`config.mk`:
```
export PLATFORM = sky130hd
export DESIGN_NAME = hdr_req_dispatch
export DESIGN_NICKNAME = d
export VERILOG_FILES = /design/src/rtl/hq_pkg.sv /design/src/rtl/hq_fifo.sv /design/src/rtl/hq_idhold.sv /design/src/rtl/hq_dispatch.sv /design/src/rtl/hdr_req_dispatch.sv
export SDC_FILE = /design/constraint.sdc
export NUM_CORES = 1
export LEC_CHECK = 0
export ABC_AREA = 1
export BUFFER_PORTS_ARGS = -buffer_cell sky130_fd_sc_hd__buf_2
export CAP_MARGIN = 25
export CORE_AREA = 10 10 372 374
export CTS_CLUSTER_SIZE = 16
export DETAILED_ROUTE_END_ITERATION = 10
export DIE_AREA = 0 0 382 384
export HOLD_SLACK_MARGIN = 0.12
export PLACE_DENSITY = 0.74
export SKIP_CTS_REPAIR_TIMING = 1
export SLEW_MARGIN = 10
export SYNTH_ARGS = -nofsm -noshare
export SYNTH_HDL_FRONTEND = slang
export SYNTH_SLANG_ARGS = --single-unit
```
`constraint.sdc`:
```
create_clock -name clk -period 13.4 [get_ports clk]
set_clock_uncertainty 0.15 [all_clocks]
set_input_delay 0.67 -clock clk [delete_from_list [all_inputs] [get_ports clk]]
set_output_delay 0.67 -clock clk [all_outputs]
set_load 0.05 [all_outputs]
```
`src/rtl/hq_pkg.sv`:
```
package hq_pkg;
  localparam int unsigned CARD_W = 4;
  localparam int unsigned INTF_W = 4;
  localparam int unsigned ADDR_W = CARD_W + INTF_W;
  localparam logic [CARD_W-1:0] CARD_DISCARD = {CARD_W{1'b1}};

  typedef struct packed {
    logic              drop;
    logic [CARD_W-1:0] card;
    logic [INTF_W-1:0] intf;
  } dest_t;

  function automatic dest_t hq_decode(input logic [ADDR_W-1:0] a);
    dest_t d;
    d.card = a[ADDR_W-1:INTF_W];
    d.intf = a[INTF_W-1:0];
    d.drop = (d.card == CARD_DISCARD);
    return d;
  endfunction
endpackage

```
`src/rtl/hq_fifo.sv`:
```
module hq_fifo #(
  parameter int unsigned W     = 81,
  parameter int unsigned DEPTH = 16
) (
  input  logic         clk,
  input  logic         rst,
  input  logic         push,
  input  logic [W-1:0] push_data,
  output logic         full,
  input  logic         pop,
  output logic [W-1:0] pop_data,
  output logic         pop_vld
);
  localparam int unsigned AW = (DEPTH > 1) ? $clog2(DEPTH) : 1;
  localparam int unsigned CW = $clog2(DEPTH + 1);
  localparam logic [AW-1:0] LAST = AW'(DEPTH - 1);

  logic [W-1:0]  mem [DEPTH];
  logic [AW-1:0] wptr, rptr;
  logic [CW-1:0] count;
  logic          empty, push_ok, pop_ok;

  assign full    = (count == CW'(DEPTH));
  assign empty   = (count == '0);
  assign push_ok = push && !full;
  assign pop_ok  = pop && !empty;

  always_ff @(posedge clk) begin
    if (push_ok) mem[wptr] <= push_data;
    if (pop_ok)  pop_data  <= mem[rptr];
  end

  always_ff @(posedge clk) begin
    if (rst) begin
      wptr    <= '0;
      rptr    <= '0;
      count   <= '0;
      pop_vld <= 1'b0;
    end else begin
      pop_vld <= pop_ok;
      if (push_ok) wptr <= (wptr == LAST) ? '0 : wptr + 1'b1;
      if (pop_ok)  rptr <= (rptr == LAST) ? '0 : rptr + 1'b1;
      case ({push_ok, pop_ok})
        2'b10:   count <= count + 1'b1;
        2'b01:   count <= count - 1'b1;
        default: count <= count;
      endcase
    end
  end

  AST_FULL_HOLDS: assert property (@(posedge clk) disable iff (rst)
    (full && !pop) |=> full);
  AST_EMPTY_NO_DATA: assert property (@(posedge clk) disable iff (rst)
    (empty && !push) |=> (!pop_vld && empty));
endmodule

```
`src/rtl/hq_idhold.sv`:
```
module hq_idhold #(
  parameter int unsigned ID_W = 16
) (
  input  logic            clk,
  input  logic            rst,
  input  logic            direct_en,
  input  logic [ID_W-1:0] direct_val,
  input  logic            load_en,
  input  logic [ID_W-1:0] load_val,
  input  logic            release_en,
  output logic            valid,
  output logic [ID_W-1:0] id
);
  always_ff @(posedge clk) begin
    if (rst) begin
      valid <= 1'b0;
      id    <= '0;
    end else if (direct_en) begin
      valid <= 1'b1;
      id    <= direct_val;
    end else if (load_en) begin
      valid <= 1'b1;
      id    <= load_val;
    end else if (release_en) begin
      valid <= 1'b0;
    end
  end

  AST_DIRECT_WINS: assert property (@(posedge clk) disable iff (rst)
    direct_en |=> (valid && id == $past(direct_val)));
endmodule

```
`src/rtl/hq_dispatch.sv`:
```
module hq_dispatch
  import hq_pkg::*;
#(
  parameter int unsigned WORD_W = 64,
  parameter int unsigned ID_W   = 16
) (
  input  logic              clk,
  input  logic              rst,
  input  logic              wr_en,
  input  logic [ADDR_W-1:0] wr_addr,
  input  logic [WORD_W-1:0] wr_data,
  input  logic              wr_last,
  input  logic              held,
  input  logic [ID_W-1:0]   held_id,
  output logic              release_id,
  output logic              out_valid,
  output logic              out_drop,
  output logic [CARD_W-1:0] out_card,
  output logic [INTF_W-1:0] out_intf,
  output logic [ID_W-1:0]   out_id,
  output logic [WORD_W-1:0] out_data,
  output logic              out_last,
  output logic              err
);
  dest_t dst;
  logic  accept;

  assign dst        = hq_decode(wr_addr);
  assign accept     = wr_en && held;
  assign release_id = accept && wr_last;

  always_ff @(posedge clk) begin
    if (rst) begin
      out_valid <= 1'b0;
      out_drop  <= 1'b0;
      out_card  <= '0;
      out_intf  <= '0;
      out_id    <= '0;
      out_data  <= '0;
      out_last  <= 1'b0;
      err       <= 1'b0;
    end else begin
      out_valid <= accept;
      err       <= wr_en && !held;
      if (accept) begin
        out_drop <= dst.drop;
        out_card <= dst.drop ? '0 : dst.card;
        out_intf <= dst.drop ? '0 : dst.intf;
        out_data <= dst.drop ? '0 : wr_data;
        out_id   <= held_id;
        out_last <= wr_last;
      end
    end
  end
endmodule

```
`src/rtl/hdr_req_dispatch.sv`:
```
module hdr_req_dispatch
  import hq_pkg::*;
#(
  parameter int unsigned WORD_W = 64,
  parameter int unsigned ID_W   = 16,
  parameter int unsigned DEPTH  = 16
) (
  input  logic              clk,
  input  logic              rst,
  input  logic              in_valid,
  output logic              in_ready,
  input  logic              in_first,
  input  logic [ID_W-1:0]   in_id,
  input  logic [WORD_W-1:0] in_data,
  input  logic              rd_en,
  output logic              rd_valid,
  output logic              rd_first,
  output logic [WORD_W-1:0] rd_data,
  output logic              hold_valid,
  output logic [ID_W-1:0]   hold_id,
  input  logic              id_wr_en,
  input  logic [ID_W-1:0]   id_wr_val,
  input  logic              wr_en,
  input  logic [ADDR_W-1:0] wr_addr,
  input  logic [WORD_W-1:0] wr_data,
  input  logic              wr_last,
  output logic              out_valid,
  output logic              out_drop,
  output logic [CARD_W-1:0] out_card,
  output logic [INTF_W-1:0] out_intf,
  output logic [ID_W-1:0]   out_id,
  output logic [WORD_W-1:0] out_data,
  output logic              out_last,
  output logic              err
);
  localparam int unsigned FW = 1 + ID_W + WORD_W;

  logic          full, release_id;
  logic [FW-1:0] q_word;
  logic [ID_W-1:0] q_id;

  hq_fifo #(.W(FW), .DEPTH(DEPTH)) u_fifo (
    .clk(clk), .rst(rst),
    .push(in_valid), .push_data({in_first, in_id, in_data}), .full(full),
    .pop(rd_en), .pop_data(q_word), .pop_vld(rd_valid)
  );

  assign in_ready = !full;
  assign rd_first = q_word[FW-1];
  assign q_id     = q_word[WORD_W +: ID_W];
  assign rd_data  = q_word[WORD_W-1:0];

  hq_idhold #(.ID_W(ID_W)) u_hold (
    .clk(clk), .rst(rst),
    .direct_en(id_wr_en), .direct_val(id_wr_val),
    .load_en(rd_valid && rd_first), .load_val(q_id),
    .release_en(release_id),
    .valid(hold_valid), .id(hold_id)
  );

  hq_dispatch #(.WORD_W(WORD_W), .ID_W(ID_W)) u_disp (
    .clk(clk), .rst(rst),
    .wr_en(wr_en), .wr_addr(wr_addr), .wr_data(wr_data), .wr_last(wr_last),
    .held(hold_valid), .held_id(hold_id), .release_id(release_id),
    .out_valid(out_valid), .out_drop(out_drop), .out_card(out_card),
    .out_intf(out_intf), .out_id(out_id), .out_data(out_data),
    .out_last(out_last), .err(err)
  );

  AST_HOLD_LOAD: assert property (@(posedge clk) disable iff (rst)
    (rd_valid && rd_first && !id_wr_en) |=> (hold_valid && hold_id == $past(q_id)));
  AST_ROUTE_ID: assert property (@(posedge clk) disable iff (rst)
    (wr_en && hold_valid) |=> (out_valid && out_id == $past(hold_id) && !err));
  AST_DROP_CLEAN: assert property (@(posedge clk) disable iff (rst)
    (out_valid && out_drop) |-> (out_data == '0 && out_card == '0 && out_intf == '0));
  AST_RELEASE: assert property (@(posedge clk) disable iff (rst)
    (wr_en && wr_last && hold_valid && !id_wr_en && !(rd_valid && rd_first)) |=> !hold_valid);
  AST_NO_ID_ERR: assert property (@(posedge clk) disable iff (rst)
    (wr_en && !hold_valid) |=> (err && !out_valid));
endmodule

```
### Yosys cells after proc, flatten, opt, wreduce, memory -nomap -nowiden

Memory sizes are Yosys's and may differ from the RTL's. A register that Yosys moved wholly into a read port is not among the register bits.
Cells that the tools add are included.

| storage, ports and cells | value |
|---|---|
| register bits | 123 |
| latch bits | 0 |
| RAM bits | 1296 |
| ROM bits | 0 |
| input port bits | 176 |
| output and inout port bits | 176 |
| memories | 1 |

| cells by class | value |
|---|---|
| add/subtract/negate cells | 4 |
| $mul | 0 |
| divide/modulo/power cells | 0 |
| order comparisons | 0 |
| eq/ne operators | 6 |
| shift-type cells | 0 |
| multiplexer cells | 13 |
| bitwise gates (word level) | 0 |
| reductions and logical operators | 13 |

Memory list:

| memory | words | width | rd ports | clocked after Yosys merged registers in | write ports | RTL line | source |
|---|---|---|---|---|---|---|---|
| u_fifo.mem | 16 | 81 | 1 | 1 | 1 | hq_fifo.sv:18 | `logic [W-1:0] mem [DEPTH];` |

Operator list:

| operator | number |
|---|---|
| $mux 64 | 1 |
| $mux 16 | 2 |
| $mux 4 | 4 |
| $eq 4x4->1 const B | 3 |
| $pmux 5 s2 | 1 |
| $add 4x1->4 const B | 2 |
| $logic_and 1x1->1 | 6 |
| $add 5x1->5 const B | 1 |
| $eq 5x5->1 const B | 1 |
| $logic_not 5->1 | 1 |
| $mux 1 | 5 |
| $sub 5x1->5 const B | 1 |
| $reduce_bool 2->1 | 2 |
| $logic_not 1->1 | 3 |
| $reduce_bool 3->1 | 1 |
| $eq 2x1->1 const B | 1 |
| $eq 2x2->1 const B | 1 |

### Logic depth before layout (Yosys ltp)

Gate-level depths: netlist (run 1).

| logic depth | value |
|---|---|
| depth in word-level cells | 5 |
| gate-level depth with buffers | 17 |
| gate-level depth less buffers | 17 |

### Modules after synthesis

Synthesis (run 1) repeated with hierarchy kept, for this count alone.

| unflattened totals | value |
|---|---|
| cells, all modules | 6041 |
| area, all modules | 62443.6 sq um |

Modules (own cells, without submodules):

| module | instances | cells an instance | area each (sq um) | seq. area each (sq um) |
|---|---|---|---|---|
| hq_fifo | 1 | 5432 | 57954.3 | 41629.9 |
| hq_dispatch | 1 | 480 | 3634.7 | 1841.8 |
| hq_idhold | 1 | 126 | 843.3 | 340.3 |
| hdr_req_dispatch | 1 | 3 | 11.3 | 0.0 |

### Worst setup path after synthesis (run 1)

No wires, ideal clock.

| path | value |
|---|---|
| kind | register to register |
| start | register u_fifo.count[0] |
| end | memory u_fifo.mem[11][0] (enable) |
| setup time | 0.521 ns |
| data arrival time | 4.850 ns |
| data required time | 12.729 ns |
| slack | 7.879 ns |
| stages on the path, launching flop included | 7 |
| path buffers | 0 |
| path through | dfxtp_1 inv_1 nand4_1 nand2_1 inv_1 nand2_1 nor2_1 |

| on the way | value |
|---|---|
| longest elaborated chain between the ends | 5 |

RTL lines:

| element | RTL line | source |
|---|---|---|
| start: declaration | hq_fifo.sv:20 | `logic [CW-1:0] count;` |
| start signal: assignment | hq_fifo.sv:44 | `2'b10: count <= count + 1'b1;` |
| start signal: assignment | hq_fifo.sv:45 | `2'b01: count <= count - 1'b1;` |
| start signal: assignment | hq_fifo.sv:46 | `default: count <= count;` |
| $eq 5x5->1 | hq_fifo.sv:23 | `assign full = (count == CW'(DEPTH));` |
| $logic_not 1->1 | -- |  |
| net in_ready | hdr_req_dispatch.sv:11 | `output logic in_ready,` |
| $logic_and 1x1->1 | hq_fifo.sv:25 | `assign push_ok = push && !full;` |
| $mux 1 | hq_fifo.sv:29 | `if (push_ok) mem[wptr] <= push_data;` |
| $mux 1 (not written as such) | hq_fifo.sv:29 |  |
| end: declaration | hq_fifo.sv:18 |  |

The timed path passes the listed nets, and every way through them passes these cells.

==> flow_summary.json, run 1 <==
{
  "run_status": "complete, no violations",
  "rsz0062_at_grt": "no",
  "grt_start_max_net_pins": 277,
  "numCtsBuffers": 149,
  "cap_violations": 0,
  "area_growth_pct": 15.7,
  "critPathMaxFanout": 192,
  "grt_use_total": 0.195,
  "overflow": 0,
  "cts_tree": "done",
  "finalSetupViolCount": 0,
  "synth.most_common_cell": "edfxtp_1",
  "layout.nets": 5338,
  "p_total_mw": 12.1,
  "synth.largest_area_cell": "edfxtp_1",
  "synthTopCellsByArea": "edfxtp_1 71%, nor2_1 6.7%, o21ai_0 4.6%",
  "wirelength_um": 151000,
  "yosysTopAreaCellShare": 0.705,
  "synth_edf_count": 1377,
  "drt-initial-drc-count": 4157,
  "drive_gt1_frac": 0.124,
  "yosys_warnings": 0,
  "max-clock-path-buffers": 3,
  "cts-root-buf": "clkbuf_16",
  "crit_arrival_ns": 5.30,
  "fp.dieW_um": 382,
  "synthArstFlopShare": 0,
  "synth_nets": 4972,
  "vias": 38200,
  "synth_ff_type": "edfxtp_1",
  "fmax_ghz": 0.208,
  "worstMarginPinSlew_ns": 1.24,
  "pin_count": 352,
  "setup_tns_ns": 0,
  "p_per_area_nw_per_um2": 179,
  "dp_hpwl_um": 77800,
  "fin_crit_ns": 4.80,
  "crit_path_end_kind": "register",
  "seq_area_frac_synth": 0.747,
  "hold_class": "input pin to register",
  "slew_violations": 0,
  "antenna_found_initial": 12,
  "syn_inst": 4788,
  "clock-sinks": 1500,
  "core_um2": 131000,
  "num_rows": 133,
  "critPathKind": "register to register",
  "start_util": 0.448,
  "drt-vias-per-instance": 5.43,
  "clk_pin_slew_worst_paths_ns": 0.06,
  "cts_htree_levels": 4,
  "grt_pass1_vias": 36000,
  "leakage_nw": 23.5,
  "dieArea_um2": 147000,
  "gp_congestion": 0.826,
  "cp-start-kind": "register",
  "synthDistinctLibCells": 22,
  "io_buffer_count": 351,
  "firstDrtPassIters": 8,
  "syn_area_um2": 58600,
  "wl_per_cell_um": 21.4,
  "vdd_drop_max_uv": 127,
  "die_y_um": 384,
  "syn-mean-instance-area_um2": 12.2,
  "clk_latency_ns": 0.77,
  "crit_required_ns": 13.89,
  "slew_headroom": 0.173,
  "ys_ff_latch": 1500,
  "synth_common_cells": "1377 x edfxtp_1, 1054 x nor2_1, 536 x o21ai_0",
  "grt_pass1_wl_um": 221000,
  "hold_viol_final": 0,
  "drc": 0,
  "ant_nets": 0,
  "post-route-period-util": 0.359
}
## state kept, by name, summed over array words and instances (netlist names), 5 cells and up
register         cells
u_disp.out_data     64
u_disp.out_id       16
u_fifo.count         5
u_fifo.mem        1296
u_fifo.pop_data     81
u_hold.id           16
## metrics by stage
step                area, um2  worst slack (ns)  hold WS [ns]   util  std cells
floorplan               58600              7.88         0.308      -       4788
global placement        61400              8.73         0.299  0.469       6590
detailed placement      61500              8.61         0.305  0.470       6595
CTS                     66100              8.60       -0.0502  0.505       6863
global route            67800              8.23         0.104  0.519       7031
finish                  67800              8.60         0.140  0.519       7033
## area by class of cell
type	instances	area [um2]
multi-input combinational	2802	12700
timing repair buffer	574	4080
fill	10600	63000
inverter	127	495
clock buffer	178	3910
clock inverter	90	624
antenna	7	17.5
tap	1755	2200
sequential	1500	43800
## kinds of logic after synthesis
logic type,share of synthesized area
buf+inv,0.0387
compound gates,0.103
simple gates,0.109
fa+ha+maj,0.00171
xor+xnor,0.000448
flops,0.747
## cell usage in the layout (no fill, tap or decap), types with 2 or more instances in the layout
master         count
a21oi_1          115
buf_12             3
buf_16            11
buf_2            351
buf_4             53
bufinv_16          4
clkbuf_1          21
clkbuf_16        151
clkbuf_2           3
clkbuf_8           3
clkinv_1          41
clkinv_16          2
clkinv_2          31
clkinv_4           3
clkinv_8           3
clkinvlp_4         3
dfxtp_1          120
dfxtp_4            3
diode_2            7
dlygate4sd3_1    156
edfxtp_1        1377
ha_1               8
inv_1            120
inv_4              2
inv_6              5
inv_8              2
nand2_1          511
nand3_1           92
nand4_1            3
nor2_1          1037
nor2_4            17
o211ai_1         162
o21ai_0          536
o21ai_1          315
xor2_1             3
## layer usage
layer	GRT usage	vias to the layer above	share of wire
met5	0	-	0.00046
li1	-	17600	-
met1	0.252	18600	0.40
met4	0.0638	14	0.027
met3	0.0429	265	0.082
met2	0.327	1740	0.49
## worst paths after layout
kind / startpoint / depth (start not counted) / end / slack [ns]
worst max-delay path: u_fifo.rptr[0] / 11 / u_fifo.pop_data[46] / 8.60
worst max register to register: u_fifo.rptr[0] / 11 / u_fifo.pop_data[46] / 8.60
worst min register to register: u_disp.out_data[50] / 2 / u_disp.out_data[50] / 0.31
worst min-delay path: in_data[56] / 1 / u_fifo.mem[7][56] / 0.14
## where the power goes
group          switching (mW)  leakage, nW  internal [mW]
clock                    1.72         2.24           2.17
sequential              0.143         13.5           5.44
combinational            1.94         7.79          0.722
total                    3.80         23.5           8.32
## critical path, stage by stage, from the launching register on
cell and delay (ns):
dfxtp_4 0.53, inv_8 0.38, buf_16 0.43, buf_4 0.83
buf_12 0.64, buf_4 0.86, o21ai_1 0.17, o21ai_1 0.13
nand2_1 0.08, nand2_1 0.11, inv_1 0.05, nand2_1 0.05
Power figures use the tool's default switching activity.
==> run 2: changes to the inputs <==
Settings changed: PLACE_DENSITY 0.74 to 0.76.
Clock period 13.4 ns to 4 ns, I/O delays scaled along.
==> flow_summary.json, run 2 (synthesis results as in run 1) <==
{
  "gp_congestion": 0.843,
  "largest_register_ffs": 1296,
  "wl_per_cell_um": 21.2,
  "path_buf_inv": 4,
  "worstMarginPinSlew_ns": 1.03,
  "pin_count": 352,
  "drc": 0,
  "hold_viol_final": 0,
  "grt_pass1_vias": 36300,
  "dpl_cell_area_um2": 61900,
  "worst_path_largest_cell_delay_ns": 0.64,
  "vdd_drop_max_uv": 484,
  "slew_headroom": 0.312,
  "cp.depth": 8,
  "worst_hold_slack_ns": 0.159,
  "start_util": 0.448,
  "p_per_area_nw_per_um2": 585,
  "drt-vias-per-instance": 5.47,
  "ant_nets": 0,
  "r2r_end": "u_disp.out_data[6]",
  "cts_tree": "done",
  "cp_slowest_cell": "dlygate4sd3_1",
  "path_delay_family": "buffers and inverters",
  "run_status": "complete, no violations",
  "clk_latency_ns": 0.77,
  "crit_start": "u_hold.valid",
  "area_growth_pct": 19.7,
  "nFillCells": 10200,
  "r2r_cells": 8,
  "crit_end": "u_disp.out_data[6]",
  "numCtsBuffers": 147,
  "mostFrequentLayoutCells": "1377 x edfxtp_1, 1037 x nor2_1, 536 x o21ai_0",
  "cts-root-buf": "clkbuf_16",
  "clk_pin_slew_worst_paths_ns": 0.06,
  "setup_tns_ns": 0,
  "overflow": 0,
  "finalSetupViolCount": 0,
  "post-route-period-util": 0.737,
  "crit_arrival_ns": 3.51,
  "layout.nets": 5552,
  "layout_commonest_cell": "edfxtp_1",
  "grt_pass1_wl_um": 216000,
  "firstDrtPassIters": 6,
  "crit_path_end_kind": "register",
  "die_y_um": 384,
  "critPathKind": "register to register",
  "stdcell_count": 7245,
  "fp.dieW_um": 382,
  "drt-initial-drc-count": 4425,
  "crit_chain": "nand2_2 > clkinv_1 > nand2_1 > inv_2 > nand2_1 > dlygate4sd3_1 > a21oi_1 > dlygate4sd3_1",
  "final_area_um2": 70200,
  "min_from": "wr_data[29]",
  "leakage_nw": 24.6,
  "fmax_ghz": 0.339,
  "core_um2": 131000,
  "antenna_found_initial": 14,
  "slew_violations": 0,
  "cts_htree_levels": 4,
  "dieArea_um2": 147000,
  "cap_violations": 0,
  "num_rows": 133,
  "critPathMaxFanout": 38,
  "hold_class": "input pin to register",
  "drive_gt1_frac": 0.118,
  "io_buffer_count": 351,
  "worstReg2RegStart": "u_hold.valid",
  "cp-start-kind": "register",
  "dp_hpwl_um": 80600,
  "grt_start_max_net_pins": 175,
  "clock-sinks": 1500,
  "rsz0062_at_grt": "no",
  "wirelength_um": 153000,
  "max-clock-path-buffers": 3,
  "dp.cells": 6605,
  "fin_crit_ns": 2.95,
  "regMostFlops": "u_fifo.mem",
  "grt_use_total": 0.188,
  "largestRegisters": "u_fifo.mem x1296, u_fifo.pop_data x81, u_disp.out_data x64",
  "regToRegSetupSlack_ns": 1.05,
  "vias": 39600,
  "crit_required_ns": 4.56
}
-- run 2: worst min path at each step --
stage	end	slack [ns]	depth (start not counted)
after floorplan	u_fifo.mem[0][0]	0.15	0
after global placement	u_disp.out_data[17]	0.30	2
after detailed placement	u_disp.out_data[20]	0.30	2
after CTS	u_disp.out_data[52]	-0.53	3
after global routing	u_disp.out_data[29]	0.14	4
final	u_disp.out_data[29]	0.16	4
-- run 2: metrics by stage --
step / setup WS [ns] / util / power, mW
final: 1.05 / 0.536 / 41.1
after global routing: 0.897 / 0.536 / 42.9
after CTS: 1.08 / 0.508 / 40.9
after detailed placement: 1.13 / 0.473 / 27.8
after global placement: 1.19 / 0.473 / 27.6
after floorplan: -0.213 / - / 25.6
-- run 2: layout make-up --
cell class              instances  area [um2]  area share
well taps                    1755        2200      0.0313
flip-flops and latches       1500       43800       0.625
clock inverters                84         653     0.00931
multi-input cells            2802       12700       0.181
clock buffers                 177        3870      0.0552
repair buffers                790        6420      0.0915
inverters                     127         493     0.00703
diodes                         10        25.0    0.000357
-- run 2: report_power, final --
| group | internal [mW] | total, mW | switching [mW] |
|---|---|---|---|
| combinational | 2.63 | 9.25 | 6.63 |
| clock | 7.37 | 13.2 | 5.79 |
| sequential | 18.2 | 18.6 | 0.448 |
| total | 28.2 | 41.1 | 12.9 |
-- run 2: worst register-to-register path: cells and delay by family (launching register included) --
family	cells	cell delay [ns]
compound gates	1	0.16
buf+inv	4	1.80
flops	1	0.43
simple gates	3	0.34
-- run 2: per-layer routing --
layer	vias to the layer above	part of all wire	global-route usage
met3	332	0.084	0.0448
met5	-	0.00042	0
met1	19400	0.39	0.235
met2	1878	0.49	0.316
li1	18000	-	-
met4	14	0.036	0.0717
